`src/rtl/rstc_pkg.sv`:
```
package rstc_pkg;

  typedef struct packed {
    logic to;
    logic pd;
  } rstc_flags_t;

  typedef enum logic [2:0] {
    CAUSE_NONE,
    CAUSE_POWER,
    CAUSE_WDT_RUN,
    CAUSE_WDT_WAKE,
    CAUSE_MCLR_WAKE
  } rstc_cause_e;

  function automatic rstc_flags_t flags_of(rstc_cause_e c);
    rstc_flags_t f;
    case (c)
      CAUSE_WDT_RUN:   f = '{to: 1'b0, pd: 1'b1};
      CAUSE_WDT_WAKE:  f = '{to: 1'b0, pd: 1'b0};
      CAUSE_MCLR_WAKE: f = '{to: 1'b1, pd: 1'b0};
      default:         f = '{to: 1'b1, pd: 1'b1};
    endcase
    return f;
  endfunction

endpackage

```
`src/rtl/rstc_sync.sv`:
```
module rstc_sync (
  input  logic clk,
  input  logic arst_n,
  output logic srst_n
);
  logic [1:0] stg_q, stg_d;

  always_comb begin
    stg_d = {stg_q[0], 1'b1};
  end

  always_ff @(posedge clk or negedge arst_n) begin
    if (!arst_n) stg_q <= 2'b00;
    else         stg_q <= stg_d;
  end

  assign srst_n = stg_q[1];
endmodule

```
`src/rtl/rstc_delay.sv`:
```
module rstc_delay #(
  parameter int DLY_TICKS = 256
) (
  input  logic clk,
  input  logic srst_n,
  input  logic restart,
  input  logic tick,
  output logic hold
);
  localparam int CW = (DLY_TICKS > 1) ? $clog2(DLY_TICKS) : 1;
  localparam logic [CW-1:0] LAST = CW'(DLY_TICKS - 1);

  logic          hold_q, hold_d;
  logic [CW-1:0] cnt_q, cnt_d;
  logic          adv_en;

  assign adv_en = hold_q && tick && !restart;

  always_comb begin
    hold_d = hold_q;
    cnt_d  = cnt_q;
    if (restart) begin
      hold_d = 1'b1;
      cnt_d  = '0;
    end else if (adv_en) begin
      if (cnt_q == LAST) begin
        hold_d = 1'b0;
        cnt_d  = '0;
      end else begin
        cnt_d = cnt_q + 1'b1;
      end
    end
  end

  always_ff @(posedge clk or negedge srst_n) begin
    if (!srst_n) begin
      hold_q <= 1'b1;
      cnt_q  <= '0;
    end else begin
      hold_q <= hold_d;
      cnt_q  <= cnt_d;
    end
  end

  assign hold = hold_q;
endmodule

```
`src/rtl/rstc_cause.sv`:
```
module rstc_cause
  import rstc_pkg::*;
(
  input  logic        clk,
  input  logic        srst_n,
  input  logic        pwr_up,
  input  logic        mclr_n,
  input  logic        wdt_expire,
  input  logic        asleep,
  output rstc_flags_t flags
);
  rstc_cause_e cause;
  rstc_flags_t flags_q, flags_d;

  always_comb begin
    if (pwr_up)                cause = CAUSE_POWER;
    else if (wdt_expire)       cause = asleep ? CAUSE_WDT_WAKE : CAUSE_WDT_RUN;
    else if (!mclr_n && asleep) cause = CAUSE_MCLR_WAKE;
    else                       cause = CAUSE_NONE;
  end

  always_comb begin
    flags_d = flags_q;
    if (cause != CAUSE_NONE) flags_d = flags_of(cause);
  end

  always_ff @(posedge clk or negedge srst_n) begin
    if (!srst_n) flags_q <= '{to: 1'b1, pd: 1'b1};
    else         flags_q <= flags_d;
  end

  assign flags = flags_q;
endmodule

```
`src/rtl/rstc_top.sv`:
```
module rstc_top
  import rstc_pkg::*;
#(
  parameter int DLY_TICKS = 256
) (
  input  logic clk,
  input  logic arst_n,
  input  logic pwr_up,
  input  logic mclr_n,
  input  logic wdt_expire,
  input  logic asleep,
  input  logic slow_tick,
  output logic chip_rst,
  output logic flag_to,
  output logic flag_pd
);
  logic        srst_n;
  logic        hold;
  logic        restart;
  rstc_flags_t flags;

  assign restart = pwr_up | ~mclr_n | wdt_expire;

  rstc_sync u_sync (
    .clk    (clk),
    .arst_n (arst_n),
    .srst_n (srst_n)
  );

  rstc_delay #(.DLY_TICKS(DLY_TICKS)) u_delay (
    .clk     (clk),
    .srst_n  (srst_n),
    .restart (restart),
    .tick    (slow_tick),
    .hold    (hold)
  );

  rstc_cause u_cause (
    .clk        (clk),
    .srst_n     (srst_n),
    .pwr_up     (pwr_up),
    .mclr_n     (mclr_n),
    .wdt_expire (wdt_expire),
    .asleep     (asleep),
    .flags      (flags)
  );

  assign chip_rst = hold | ~mclr_n;
  assign flag_to  = flags.to;
  assign flag_pd  = flags.pd;
endmodule

```
`config.mk`:
```
export PLATFORM = sky130hd
export DESIGN_NAME = rstc_top
export DESIGN_NICKNAME = d
export VERILOG_FILES = /design/src/rtl/rstc_pkg.sv /design/src/rtl/rstc_sync.sv /design/src/rtl/rstc_delay.sv /design/src/rtl/rstc_cause.sv /design/src/rtl/rstc_top.sv
export SDC_FILE = /design/constraint.sdc
export NUM_CORES = 1
export LEC_CHECK = 0
export ABC_AREA = 1
export BUFFER_PORTS_ARGS = -buffer_cell sky130_fd_sc_hd__clkbuf_2
export CAP_MARGIN = 20
export CORE_AREA = 4 4 41 43
export CTS_BUF_LIST = sky130_fd_sc_hd__clkbuf_8
export CTS_CLUSTER_DIAMETER = 30
export DETAILED_ROUTE_END_ITERATION = 10
export DIE_AREA = 0 0 45 47
export HOLD_SLACK_MARGIN = 0.05
export PLACE_DENSITY_LB_ADDON = 0.25
export SKIP_LAST_GASP = 1
export SYNTH_ARGS = -nofsm -noshare
export SYNTH_HDL_FRONTEND = slang
export SYNTH_SLANG_ARGS = --single-unit
```
`constraint.sdc`:
```
create_clock -name clk -period 0.8 [get_ports clk]
set_input_delay 0.04 -clock clk [delete_from_list [all_inputs] [get_ports clk]]
set_output_delay 0.04 -clock clk [all_outputs]
set_load 0.05 [all_outputs]
```
* Yosys cells after proc, flatten, opt, wreduce, memory -nomap -nowiden *
Cells that the tools add are included.

word-level totals
  register bits = 13
  bits in latches = 0
  bits in writable memories = 0
  memory bits (read-only) = 0
  bits of input ports = 7
  logic and storage cells = 34
  memories kept = 0

cells by class
  add/sub/neg operators = 1
  $mul = 0
  divide/modulo/power cells = 0
  magnitude comparators = 0
  eq/ne operators = 4
  shifts and indexed selects = 0
  mux-type cells = 11
  bitwise gates (word level) = 4
  reduce and logical (&&, ||, !) cells = 9

operators with widths
  cell                                                                    count
  8-bit 2-to-1 mux                                                        3
  3-bit 2-to-1 mux                                                        3
  8-bit by 1-bit adder with 8-bit output (second input constant)          1
  8-bit equality test (second input constant)                             1
  3-bit by 2-bit equality test with 1-bit output (second input constant)  2
  2-bit case mux with 3 select lines                                      1
  1-bit 2-to-1 mux                                                        4
  2-bit nonzero test                                                      2
  3-bit equality test (second input constant)                             1
  1-bit logical AND                                                       3
  1-bit bitwise OR                                                        3
  3-bit nonzero test                                                      1
  1-bit zero test                                                         2
  2-bit AND reduction                                                     1
  1-bit inverter                                                          1

* Longest topological paths before layout *
Gate-level depths: netlist (run 1).

  depth after elaboration = 7
  mapped depth = 8
  mapped depth without buffers = 8

* Modules after synthesis *
A second synthesis (run 1) with hierarchy kept.

unflattened totals
  cell total of the unflattened synthesis = 85
  area, all modules = 664.4 µm²

by module, submodules not included
  module      instances  cells an instance  area each (µm²)
  rstc_delay  1          63                 491.7
  rstc_cause  1          14                 98.8
  rstc_sync   1          3                  53.8
  rstc_top    1          5                  20.0

* Worst setup path before layout (run 1) *
Ideal clock, no wire load.

  kind = register to register
  start = reg u_delay.hold_q (netlist: u_delay.hold)
  end = reg u_delay.cnt_q[4]
  arrival = 1.105 ns
  setup slack = -0.378 ns
  stages on the path, launching flop included = 6
  period minus slack after synthesis = 1.178 ns
  cell sequence = dfstp_2 nand2_2 nand3_4 nand2_2 or2_1 a21oi_2

on the way
  longest elaborated chain between the ends = 3

ends and longest elaborated chain
  what                                 RTL line          source
  from (decl)                          rstc_delay.sv:13  logic hold_q, hold_d;
  from (signal assigned)               rstc_delay.sv:40  hold_q <= hold_d;
  1-bit logical AND (2 in series)      rstc_delay.sv:17  assign adv_en = hold_q && tick && !restart;
  2-bit nonzero test (no source line)  -
  to (signal assigned)                 rstc_delay.sv:41  cnt_q <= cnt_d;
  to (decl)                            rstc_delay.sv:14  logic [CW-1:0] cnt_q, cnt_d;

No other way between the ends.
A chain may end at the register's enable or synchronous reset.

* Worst setup path in the final report (run 1) *
  start = reg u_delay.hold_q (netlist: u_delay.hold)
  end = out chip_rst

on the way
  longest elaborated chain between the ends = 1

ends and longest elaborated chain
  what              RTL line        source
  1-bit bitwise OR  rstc_top.sv:48  assign chip_rst = hold | ~mclr_n;
  to (decl)         rstc_top.sv:13  output logic chip_rst,

No other way between the ends.

==> PnR_summary.wiki, run 1 <==
{| class="wikitable"
! Metric !! Value
|-
| Violations in the final reports || negative setup slack
|-
| Pwr per Cell Area || 1510 nW/µm²
|-
| Min Tclk post-route || roughly 1.2 ns
|-
| Post-place setup slack || -0.377 ns
|-
| Critical-path cell list || buf_4 > or2_4 > clkbuf_16
|-
| Filler-free cell count of the finished design || 120
|-
| Cell family with most CP delay || flip-flops
|-
| Result of the run || finished, violations left
|-
| Leading cell types in the layout, fill and taps excluded || sky130_fd_sc_hd__buf_4, sky130_fd_sc_hd__nand2_1, sky130_fd_sc_hd__dfrtp_1
|-
| DRC violations left || 0
|-
| Core region area || approximately 1300 µm²
|-
| DIE AREA || 2120 µm²
|-
| Number of nets at the end of the flow || ~110
|-
| Maximum frequency from static timing analysis || 828 MHz
|-
| Cell total after placement || ~120
|-
| Maximum number of pins on one net before global-route repair || 12
|-
| Num Clock Sinks || 13
|-
| Grt met3 use || between 5 and 6%
|-
| Post-route clock period utilization || 151%
|-
| Count of antenna diodes in the layout || 0
|-
| Gate count of the mapped netlist || 75
|-
| IR drop worst, VDD || around 0.0012 V
|-
| Number of setup violations in the final report || 13
|-
| First DRT Iteration DRCs || 13
|-
| CP startpoint kind || flop
|-
| Number of rows in the core area || 13
|-
| Final count of pins violating max slew || 0
|-
| Critical path fanouts, max || 2
|-
| GRT Resource Usage Total || a little under a fifth
|-
| 1st-pass router iterations || 4
|-
| Clock insertion delay at the later pin of the skew report || roughly 0.24 ns
|-
| Number of maximum-capacitance constraint violations || 0
|-
| Remaining Overflow, GRT || 0
|-
| Number of buffer and inverter stages on the critical path || 2
|-
| Met1 GRT Util || between 10% and 20%
|-
| Number of hold violations in the final report || 0
|-
| Filler cell count in the final layout || 98
|-
| GRT met2 Usage || between 30% and 40%
|-
| Initial antenna violation count || 0
|-
| Category of the worst setup path capture point || output pin
|-
| Netlist area before placement || around 640 µm²
|-
| P&R area growth vs syn || 53.5%
|-
| Clock slew at reported path FFs || 0.05 ns
|-
| Routed wire per std cell || 13.5 µm
|-
| Most congested layer reported by global routing || met2
|-
| Critical path class || reg -> out
|-
| Avg Synthesized Cell Area || ~8.6 µm²
|-
| Synthesized Nets || 83
|-
| Number of global-route vias before repair || ~600
|-
| Number of unique standard cell types used by synthesis || 21
|-
| RSZ-0062 raised after global routing || true
|-
| Req. time, crit path || around 0.76 ns
|-
| Critical path's largest stage delay || about 0.55 ns
|-
| Fin Clk Skew || 0.00120 ns
|-
| Leakage power of the design || 0.000476 µW
|-
| Multi-input gate area || about 330 µm²
|-
| CTS Buf Count || 3
|-
| Library cell used as clock root buffer || sky130_fd_sc_hd__clkbuf_8
|-
| Initial Util || between 40% and 50%
|-
| Worst endpoint data arrival time || 1.17 ns
|-
| Final estimated routing congestion in global placement || between 0.7 and 0.8
|-
| Layout cells sized above 1 || approximately half
|-
| Count of warnings emitted by yosys || 0
|-
| Area taken by flip-flops and latches || 329 µm²
|-
| Leading cell type in the layout, fill and taps excluded || sky130_fd_sc_hd__buf_4
|-
| Wire length of the first global-routing pass || between 2 and 3 mm
|-
| Hold crit path type || in -> reg
|-
| Count of antenna-violating nets left after detailed routing || 0
|-
| Drt via density || between 4 and 5
|-
| Count of buffers from port buffering || 9
|-
| Via count || between 500 and 600
|-
| Sequential fraction of the synthesis area || ~50%
|-
| I/O pin cnt || 10
|-
| TritonCTS clock tree || done
|-
| Clock H-tree levels || 1
|-
| Yosys reg bits || 13
|-
| Slack of the critical path || -0.408 ns
|-
| Floorplan die width || 45 µm
|-
| Cell type of the slowest stage on the worst timing path || sky130_fd_sc_hd__dfstp_2
|-
| CTS max path bufs || 2
|-
| Vertical die dimension || around 47 µm
|-
| Placed wire-length estimate after detailed placement || approximately 1.0 mm
|-
| Routed Wire Length || around 1.6 mm
|}
==> synthesized netlist by cell type <==
cell type,instances,area share (%)
sky130_fd_sc_hd__nor2_1,13,7.6
sky130_fd_sc_hd__nand2_1,12,7.0
sky130_fd_sc_hd__dfrtp_1,10,39
sky130_fd_sc_hd__inv_1,9,5.3
sky130_fd_sc_hd__o21ai_0,4,3.1
sky130_fd_sc_hd__a21oi_1,3,2.3
sky130_fd_sc_hd__dfstp_2,3,12
sky130_fd_sc_hd__nand2_2,3,2.9
sky130_fd_sc_hd__nand3_1,3,2.3
sky130_fd_sc_hd__xor2_1,3,4.1
sky130_fd_sc_hd__nor3_1,2,1.6
sky130_fd_sc_hd__a21oi_2,1,1.4
sky130_fd_sc_hd__conb_1,1,0.58
sky130_fd_sc_hd__ha_1,1,1.9
sky130_fd_sc_hd__inv_2,1,0.58
sky130_fd_sc_hd__nand3_4,1,2.7
sky130_fd_sc_hd__nand4_1,1,0.97
sky130_fd_sc_hd__nor2_2,1,0.97
sky130_fd_sc_hd__nor3_2,1,1.6
sky130_fd_sc_hd__or2_1,1,0.97
sky130_fd_sc_hd__or2_2,1,0.97
==> report_power, final <==
group	internal [µW]	leakage [µW]	total (µW)	switching [µW]
Clock	339	0.0000269	568	229
Sequential	684	0.000166	697	12.8
Combinational	102	0.000283	229	127
Total	1120	0.000476	1490	369
==> what timing repair did <==
action                     in CTS  in global routing
resized for setup              17                  8
hold buffers                    1                  0
hold endpoints to repair        2                  0
setup endpoints to repair      12                 13
cloned                          0                  0
setup buffers                   0                  1
pin swaps                       5                  5
==> flip-flops by register name, summed over array words and instances, names as in the netlist <==
register / flops
u_sync.stg_q: 2
u_delay.cnt_q: 8
u_delay.hold: 1
u_cause.flags: 2
==> per-stage QoR <==
step | instance area, µm² | hold WS, ns | setup TNS (ns) | total power, µW | utilization (%)
2_1_floorplan | 656 | -0.256 | -2.67 | 799 | -
5_1_grt | 987 | 0.109 | -4.92 | 1560 | 75.9
3_3_place_gp | 840 | -0.176 | -3.14 | 877 | 64.5
6_report | 987 | 0.0938 | -4.04 | 1490 | 75.9
3_5_place_dp | 840 | -0.174 | -3.34 | 883 | 64.5
4_1_cts | 966 | 0.0826 | -3.90 | 1500 | 74.2
==> kinds of logic (layout without fill, tap and decap cells) <==
logic type,Yosys count,count (layout),synth area share [%]
adder cells (fa/ha/maj),1,1,1.95
flip-flops,13,13,51.2
XOR/XNOR,3,3,4.09
buffers and inverters,10,40,5.84
AO/OA/AOI/OAI,8,8,6.81
AND/OR/NAND/NOR,39,39,29.6
other,1,1,0.583
==> routing by layer <==
metal | vias to the layer above | part of all wire, %
li1 | 296 | -
met1 | 271 | 42
met2 | 15 | 50
met3 | 7 | 3.8
met4 | 0 | 3.6
met5 | - | 0
==> path summary, 6_finish.rpt <==
check                                start               end  slack, ns  cells after the start
min in group asynchronous           arst_n   u_sync.stg_q[1]       0.14                      2
max in group asynchronous  u_sync.stg_q[1]      u_delay.hold       0.42                      1
min                                 asleep  u_cause.flags[0]       0.09                      4
min reg2reg                u_sync.stg_q[1]  u_delay.cnt_q[1]       0.16                      1
max reg2reg                   u_delay.hold  u_delay.cnt_q[4]      -0.41                      5
max                           u_delay.hold          chip_rst      -0.41                      3
==> worst reg2reg max path: stages, from the launching register on <==
cell and delay, ns:
sky130_fd_sc_hd__dfstp_2 0.55, sky130_fd_sc_hd__nand2_4 0.07, sky130_fd_sc_hd__nand3_4 0.12, sky130_fd_sc_hd__nand2_2 0.07, sky130_fd_sc_hd__or2_1 0.23, sky130_fd_sc_hd__a21oi_2 0.11
==> area by class of cell <==
| class | instances | share of cell area, % |
|---|---|---|
| clock inverters | 1 | 0.380 |
| multi-input cells | 52 | 33.0 |
| flip-flops and latches | 13 | 33.3 |
| clock buffers | 3 | 4.18 |
| repair buffers | 26 | 23.2 |
| inverters | 10 | 4.06 |
| well taps | 15 | 1.90 |
(Power assumes the default switching activity.)
==> run 2: changes to the inputs <==
--- a/config.mk
+++ b/config.mk
@@ -8,11 +8,11 @@
 export ABC_AREA = 1
 export BUFFER_PORTS_ARGS = -buffer_cell sky130_fd_sc_hd__clkbuf_2
 export CAP_MARGIN = 20
-export CORE_AREA = 4 4 41 43
+export CORE_MARGIN = 4
+export CORE_UTILIZATION = 37
 export CTS_BUF_LIST = sky130_fd_sc_hd__clkbuf_8
 export CTS_CLUSTER_DIAMETER = 30
 export DETAILED_ROUTE_END_ITERATION = 10
-export DIE_AREA = 0 0 45 47
 export HOLD_SLACK_MARGIN = 0.05
 export PLACE_DENSITY_LB_ADDON = 0.25
 export SKIP_LAST_GASP = 1
==> constraint.sdc (replaced) <==
create_clock -name clk -period 1.48 [get_ports clk]
set_input_delay 0.074 -clock clk [delete_from_list [all_inputs] [get_ports clk]]
set_output_delay 0.074 -clock clk [all_outputs]
set_load 0.05 [all_outputs]
==> PnR_summary.wiki, run 2 (synthesized netlist as in run 1, its figures left out) <==
{| class="wikitable"
! Metric !! Value
|-
| Result of the run || completed
|-
| Num Clock Sinks || 13
|-
| Largest register by flop count || u_delay.cnt_q
|-
| Number of rows in the core area || 14
|-
| Drt via density || roughly 4.9
|-
| Wire length of the first global-routing pass || 1.99 mm
|-
| Final count of pins violating max slew || 0
|-
| Clock insertion delay at the later pin of the skew report || around 0.24 ns
|-
| Leakage power of the design || 0.000378 µW
|-
| Number of global-route vias before repair || approximately 500
|-
| Reg-to-reg setup timing slack || 0.16 ns
|-
| Number of nets at the end of the flow || 99
|-
| Category of the worst setup path capture point || flop
|-
| Start point of the worst hold path || pwr_up
|-
| Number of maximum-capacitance constraint violations || 0
|-
| Initial antenna violation count || 0
|-
| Layout cells sized above 1 || a little over a quarter
|-
| Multi-input gate area || ~280 µm²
|-
| Number of setup violations in the final report || 0
|-
| Floorplan die width || between 40 and 50 µm
|-
| Vertical die dimension || between 40 and 50 µm
|-
| Fin Clk Skew || 0.00246 ns
|-
| Worst endpoint data arrival time || 1.49 ns
|-
| TritonCTS clock tree || done
|-
| Core region area || about 1600 µm²
|-
| Hold crit path type || in -> reg
|-
| Number of flip-flops in the largest register || 8
|-
| Leading cell type in the layout, fill and taps excluded || sky130_fd_sc_hd__nor2_1
|-
| Summed area of non-filler cells in the final layout || between 700 and 800 µm²
|-
| CTS Buf Count || 3
|-
| CP startpoint kind || flop
|-
| Count of antenna-violating nets left after detailed routing || 0
|-
| Final estimated routing congestion in global placement || between 0.8 and 0.9
|-
| I/O pin cnt || 10
|-
| Post-DP Area || 708 µm²
|-
| Leading cell types in the layout, fill and taps excluded || sky130_fd_sc_hd__nor2_1, sky130_fd_sc_hd__nand2_1, sky130_fd_sc_hd__inv_1, sky130_fd_sc_hd__dfrtp_1, sky130_fd_sc_hd__clkbuf_2
|-
| Library cell used as clock root buffer || sky130_fd_sc_hd__clkbuf_8
|-
| P&R area growth vs syn || 20.2%
|-
| Gates resized, CTS repair || 0
|-
| Post-route clock period utilization || between 80% and 90%
|-
| Maximum frequency from static timing analysis || around 760 MHz
|-
| DRC violations left || 0
|-
| IR drop worst, VDD || roughly 0.00047 V
|-
| Slack of the critical path || around 0.16 ns
|-
| Total Neg Setup Slack || 0 ns
|-
| Critical path class || reg -> reg
|-
| Routed wire per std cell || 11.4 µm
|-
| Placed wire-length estimate after detailed placement || 911 µm
|-
| Number of buffers added for setup after CTS || 0
|-
| Initial Util || 40.8%
|-
| Launching instance or port of the critical path || u_delay.hold
|-
| CTS max path bufs || 2
|-
| Clock H-tree levels || 1
|-
| Via count || 517
|-
| Count of buffers from port buffering || 9
|-
| Routed Wire Length || approximately 1.2 mm
|-
| First DRT Iteration DRCs || 8
|-
| Worst Hold Margin || just over 0.07 ns
|-
| Count of antenna diodes in the layout || 0
|-
| RSZ-0062 raised after global routing || false
|-
| Req. time, crit path || 1.65 ns
|-
| Number of hold violations in the final report || 0
|-
| Maximum number of pins on one net before global-route repair || 12
|-
| DIE AREA || between 2000 and 2500 µm²
|-
| Remaining Overflow, GRT || 0
|-
| Min Tclk post-route || about 1.3 ns
|-
| Critical path fanouts, max || 7
|-
| GRT Resource Usage Total || between 10% and 20%
|-
| Post-place setup slack || between 0.15 and 0.2 ns
|-
| 1st-pass router iterations || 4
|-
| Filler cell count in the final layout || 147
|-
| Startpoint of the worst register-to-register path || u_delay.hold
|-
| Area taken by flip-flops and latches || 329 µm²
|-
| Pwr per Cell Area || approximately 1000 nW/µm²
|-
| Clock slew at reported path FFs || 0.05 ns
|-
| Fraction of the core area covered by cells at the end of the flow || 49.0%
|}
==> run 2: cell types whose count changed in the layout (fill, tap and decap cells not counted), moves of 2 or more <==
cell	previous run	this run
sky130_fd_sc_hd__buf_4	15	0
sky130_fd_sc_hd__o21ai_0	1	4
sky130_fd_sc_hd__o21ai_1	2	0
sky130_fd_sc_hd__clkbuf_2	6	9
sky130_fd_sc_hd__clkbuf_16	2	0
sky130_fd_sc_hd__nor2_1	9	13
sky130_fd_sc_hd__nor2_2	4	1
sky130_fd_sc_hd__inv_1	8	10
==> run 2: final cells by class <==
class / count / share of cell area, %
clock inverters: 1 / 0.485
inverters: 10 / 4.85
multi-input cells: 52 / 35.8
flip-flops and latches: 13 / 42.6
well taps: 16 / 2.59
repair buffers: 11 / 8.41
clock buffers: 3 / 5.34
==> run 2: stage by stage <==
step,total power (µW),std cells
5_1_grt,797,106
3_5_place_dp,455,100
3_3_place_gp,454,100
6_report,759,106
2_1_floorplan,430,75
4_1_cts,772,106
==> run 2: power breakdown <==
part / leakage [µW] / switching [µW] / internal (µW) / total (µW)
Clock: 0.0000269 / 124 / 183 / 307
Combinational: 0.000185 / 48.3 / 23.7 / 72.0
Sequential: 0.000166 / 10.8 / 369 / 380
==> run 2: layer usage <==
| metal | track usage, % | share of wire, % | wire (µm) | up-vias |
|---|---|---|---|---|
| met4 | 9.68 | 3.6 | 43 | 0 |
| met1 | 13.0 | 46 | 559 | 230 |
| met5 | 0 | 0 | 0 | - |
| met3 | 3.01 | 6.8 | 82 | 4 |
| li1 | - | - | - | 263 |
| met2 | 16.7 | 43 | 519 | 20 |
==> run 2: repair_timing <==
action	4_1_cts	5_1_grt
endpoints found under the hold margin	3	0
setup endpoints to repair	0	0
hold buffers	2	0
==> run 2: final timing paths <==
| check | to | depth (start not counted) |
|---|---|---|
| max | u_delay.cnt_q[4] | 5 |
| min | u_cause.flags[1] | 3 |
| max reg2reg | u_delay.cnt_q[4] | 5 |
| min reg2reg | u_delay.cnt_q[3] | 0 |
| max in group asynchronous | u_cause.flags[0] | 0 |
| min in group asynchronous | u_sync.stg_q[1] | 2 |
==> run 2: worst max-delay path, stage by stage, from the launching register on <==
cell	delay [ns]
sky130_fd_sc_hd__dfstp_2	0.55
sky130_fd_sc_hd__nand2_2	0.11
sky130_fd_sc_hd__nand3_4	0.15
sky130_fd_sc_hd__nand2_2	0.08
sky130_fd_sc_hd__or2_1	0.22
sky130_fd_sc_hd__a21oi_2	0.13
==> run 3: changes to the inputs <==
--- a/config.mk
+++ b/config.mk
@@ -15,7 +15,9 @@
 export DETAILED_ROUTE_END_ITERATION = 10
 export HOLD_SLACK_MARGIN = 0.05
 export PLACE_DENSITY_LB_ADDON = 0.25
+export RECOVER_POWER = 25
 export SKIP_LAST_GASP = 1
 export SYNTH_ARGS = -nofsm -noshare
 export SYNTH_HDL_FRONTEND = slang
+export SYNTH_HIERARCHICAL = 1
 export SYNTH_SLANG_ARGS = --single-unit
==> PnR_summary.wiki, run 3 <==
{| class="wikitable"
! Metric !! Value
|-
| Number of hold violations in the final report || 0
|-
| Number of synthesized flops with an enable pin || 0
|-
| Via count || 520
|-
| Switch Pwr || about 180 µW
|-
| Clock insertion delay at the later pin of the skew report || between 0.2 and 0.25 ns
|-
| I/O pin cnt || 10
|-
| Critical path class || in -> reg
|-
| Clock slew at reported path FFs || approximately 0.05 ns
|-
| Number of buffer and inverter stages on the critical path || 4
|-
| IR drop worst, VDD || about 0.00044 V
|-
| Top cell types by occurrence after synthesis || sky130_fd_sc_hd__nand2_1, sky130_fd_sc_hd__inv_1, sky130_fd_sc_hd__nor2_1, sky130_fd_sc_hd__dfrtp_1, sky130_fd_sc_hd__nand3_1
|-
| Hold crit path type || in -> reg
|-
| RSZ-0062 raised after global routing || false
|-
| Number of flip-flops in the largest register || 8
|-
| Top area cells in the synthesized netlist || sky130_fd_sc_hd__dfrtp_1, sky130_fd_sc_hd__dfstp_2, sky130_fd_sc_hd__nand2_1, sky130_fd_sc_hd__inv_1, sky130_fd_sc_hd__nor2_1
|-
| Portion of total power attributed to the clock network || about two fifths
|-
| Share of synthesized registers carrying an async set or reset || 100%
|-
| Sequential fraction of the synthesis area || about half
|-
| Placed wire-length estimate after detailed placement || between 800 and 900 µm
|-
| Netlist area before placement || 664 µm²
|-
| Final estimated routing congestion in global placement || 0.806
|-
| Routed Wire Length || around 1.1 mm
|-
| Share of total power in combinational logic || 9.4%
|-
| Total design power || roughly 750 µW
|-
| Category of the worst setup path capture point || flop
|-
| 1st-pass router iterations || 4
|-
| Vertical die dimension || around 50 µm
|-
| Leading cell type in the layout, fill and taps excluded || sky130_fd_sc_hd__nand2_1
|-
| Pwr per Cell Area || between 900 and 1000 nW/µm²
|-
| Cell type of the slowest stage on the worst timing path || sky130_fd_sc_hd__dlygate4sd3_1
|-
| CTS max path bufs || 2
|-
| Count of buffers from port buffering || 9
|-
| Leakage power of the design || approximately 0.00042 µW
|-
| Number of buffers added for setup after CTS || 0
|-
| Critical path's largest stage delay || approximately 0.54 ns
|-
| Remaining Overflow, GRT || 0
|-
| Min Tclk post-route || 1.28 ns
|-
| TritonCTS clock tree || done
|-
| GRT Resource Usage Total || around 11%
|-
| Drt via density || about 4.2
|-
| Num Clock Sinks || 13
|-
| Primary flip-flop cell chosen by synthesis mapping || sky130_fd_sc_hd__dfrtp_1
|-
| Count of antenna diodes in the layout || 0
|-
| Count of warnings emitted by yosys || 6
|-
| Routed wire per std cell || 9.06 µm
|-
| Avg Synthesized Cell Area || 7.82 µm²
|-
| Library cell used as clock root buffer || sky130_fd_sc_hd__clkbuf_8
|-
| First DRT Iteration DRCs || 5
|-
| Total Neg Setup Slack || 0 ns
|-
| Core region area || between 1500 and 2000 µm²
|-
| Initial Util || between 30 and 40%
|-
| Count of antenna-violating nets left after detailed routing || 0
|-
| Maximum frequency from static timing analysis || between 700 and 800 MHz
|-
| Area share of the largest cell type after synthesis || around 38%
|-
| Number of global-route vias before repair || 520
|-
| Worst Hold Margin || 0.0731 ns
|-
| Fraction of the core area covered by cells at the end of the flow || a little under half
|-
| Number of unique standard cell types used by synthesis || 20
|-
| Wire length of the first global-routing pass || a little over 2 mm
|-
| Largest register by flop count || u_delay/cnt_q
|-
| Cell family with most CP delay || buffers and inverters
|-
| Critical-path cell list || dlygate4sd3_1 > clkbuf_2 > inv_1 > nand3_1 > inv_2 > nand2_4 > nand3_1 > nor2_1 > nand2_1 > nand2_1 > nor2_1
|-
| Number of maximum-capacitance constraint violations || 0
|-
| Maximum number of pins on one net before global-route repair || 12
|-
| Critical path fanouts, max || 8
|-
| Worst endpoint data arrival time || 1.45 ns
|-
| Gate count of the mapped netlist || 85
|-
| Switching part of the total || about a quarter
|-
| Fin Clk Skew || about 0.0056 ns
|-
| P&R area growth vs syn || 21.1%
|-
| Initial antenna violation count || 0
|-
| Cell type with the largest total area after synthesis || sky130_fd_sc_hd__dfrtp_1
|-
| Number of nets at the end of the flow || around 110
|-
| DRC violations left || 0
|-
| Floorplan die width || between 50 and 60 µm
|-
| Filler cell count in the final layout || around 170
|-
| Result of the run || completed
|-
| Number of rows in the core area || 15
|-
| Layout cells sized above 1 || 22.0%
|-
| Final count of pins violating max slew || 0
|-
| Synthesized Nets || just over 90
|-
| Internal power component || 575 µW
|-
| Dominant cell by count in the synthesized netlist || sky130_fd_sc_hd__nand2_1
|-
| Clock H-tree levels || 1
|-
| DIE AREA || about 2500 µm²
|-
| Yosys reg bits || 13
|-
| Hold-fix buffer count after cts || 2
|-
| Req. time, crit path || 1.65 ns
|-
| Leading cell types in the layout, fill and taps excluded || sky130_fd_sc_hd__nand2_1, sky130_fd_sc_hd__inv_1, sky130_fd_sc_hd__nor2_1
|-
| Gates resized, CTS repair || 0
|-
| Post-route clock period utilization || between 80% and 90%
|-
| CTS Buf Count || 3
|-
| Sequential power share || roughly half
|-
| CP startpoint kind || input pin
|-
| Number of setup violations in the final report || 0
|}
-- run 3: metrics by stage --
stage	instances	instance area, µm²	worst slack (ns)
after global routing	125	805	0.0499
final	125	805	0.197
after global placement	119	741	0.214
after floorplan	85	664	0.353
after CTS	125	806	0.206
after detailed placement	119	741	0.240
-- run 3: per-layer routing --
metal  GRT usage [%]  wire length, µm
met5               0                0
met4            4.04                0
met3            5.34               45
met2            18.3              574
met1            12.3              513
-- run 3: power by group through the flow --
stage | clock network (µW) | logic, µW | registers [µW]
after global routing | 336 | 79.4 | 382
after floorplan | 0 | 33.1 | 398
after global placement | 0 | 67.5 | 386
final | 300 | 70.8 | 380
after detailed placement | 0 | 67.7 | 386
after CTS | 321 | 71.8 | 381
-- run 3: worst paths after layout --
path | from | to | slack [ns] | cells past startpoint
min in group asynchronous | arst_n | u_sync/stg_q[0] | 0.14 | 2
worst min register to register | u_sync/stg_q[1] | u_delay/cnt_q[1] | 0.17 | 0
worst max-delay path | pwr_up | u_delay/cnt_q[7] | 0.20 | 11
worst max register to register | u_delay/cnt_q[1] | u_delay/cnt_q[3] | 0.23 | 8
worst min-delay path | wdt_expire | u_cause/flags[1] | 0.07 | 4
max in group asynchronous | u_sync/stg_q[1] | u_cause/flags[0] | 0.97 | 0
-- run 3: cells by family after synthesis --
logic type,Yosys count,share of synthesized area (%)
DFF,13,49.5
xor gates and xnor gates,1,1.32
adders and majority gates,1,1.88
and+or+nand+nor,46,32.6
buffers and inverters,17,9.60
AOI/OAI and AO/OA,6,4.52
other,1,0.564
-- run 3: layout make-up --
class                      instances  area (µm²)  share of cell area (%)
clock buffer                       3        41.3                    5.13
multi-input combinational         55         272                    33.7
timing repair buffer              11        63.8                    7.93
tap                               25        31.3                    3.89
clock inverter                     1        3.75                   0.467
inverter                          17        63.8                    7.93
sequential                        13         329                    40.9
-- run 3: worst reg2reg max path: stages, from the launching register on --
cell,delay [ns]
sky130_fd_sc_hd__dfrtp_1,0.37
sky130_fd_sc_hd__ha_1,0.22
sky130_fd_sc_hd__nand3_1,0.09
sky130_fd_sc_hd__nor2_1,0.12
sky130_fd_sc_hd__nand2_1,0.08
sky130_fd_sc_hd__nand2_1,0.07
sky130_fd_sc_hd__nand2_2,0.08
sky130_fd_sc_hd__inv_1,0.08
sky130_fd_sc_hd__nor2_1,0.04
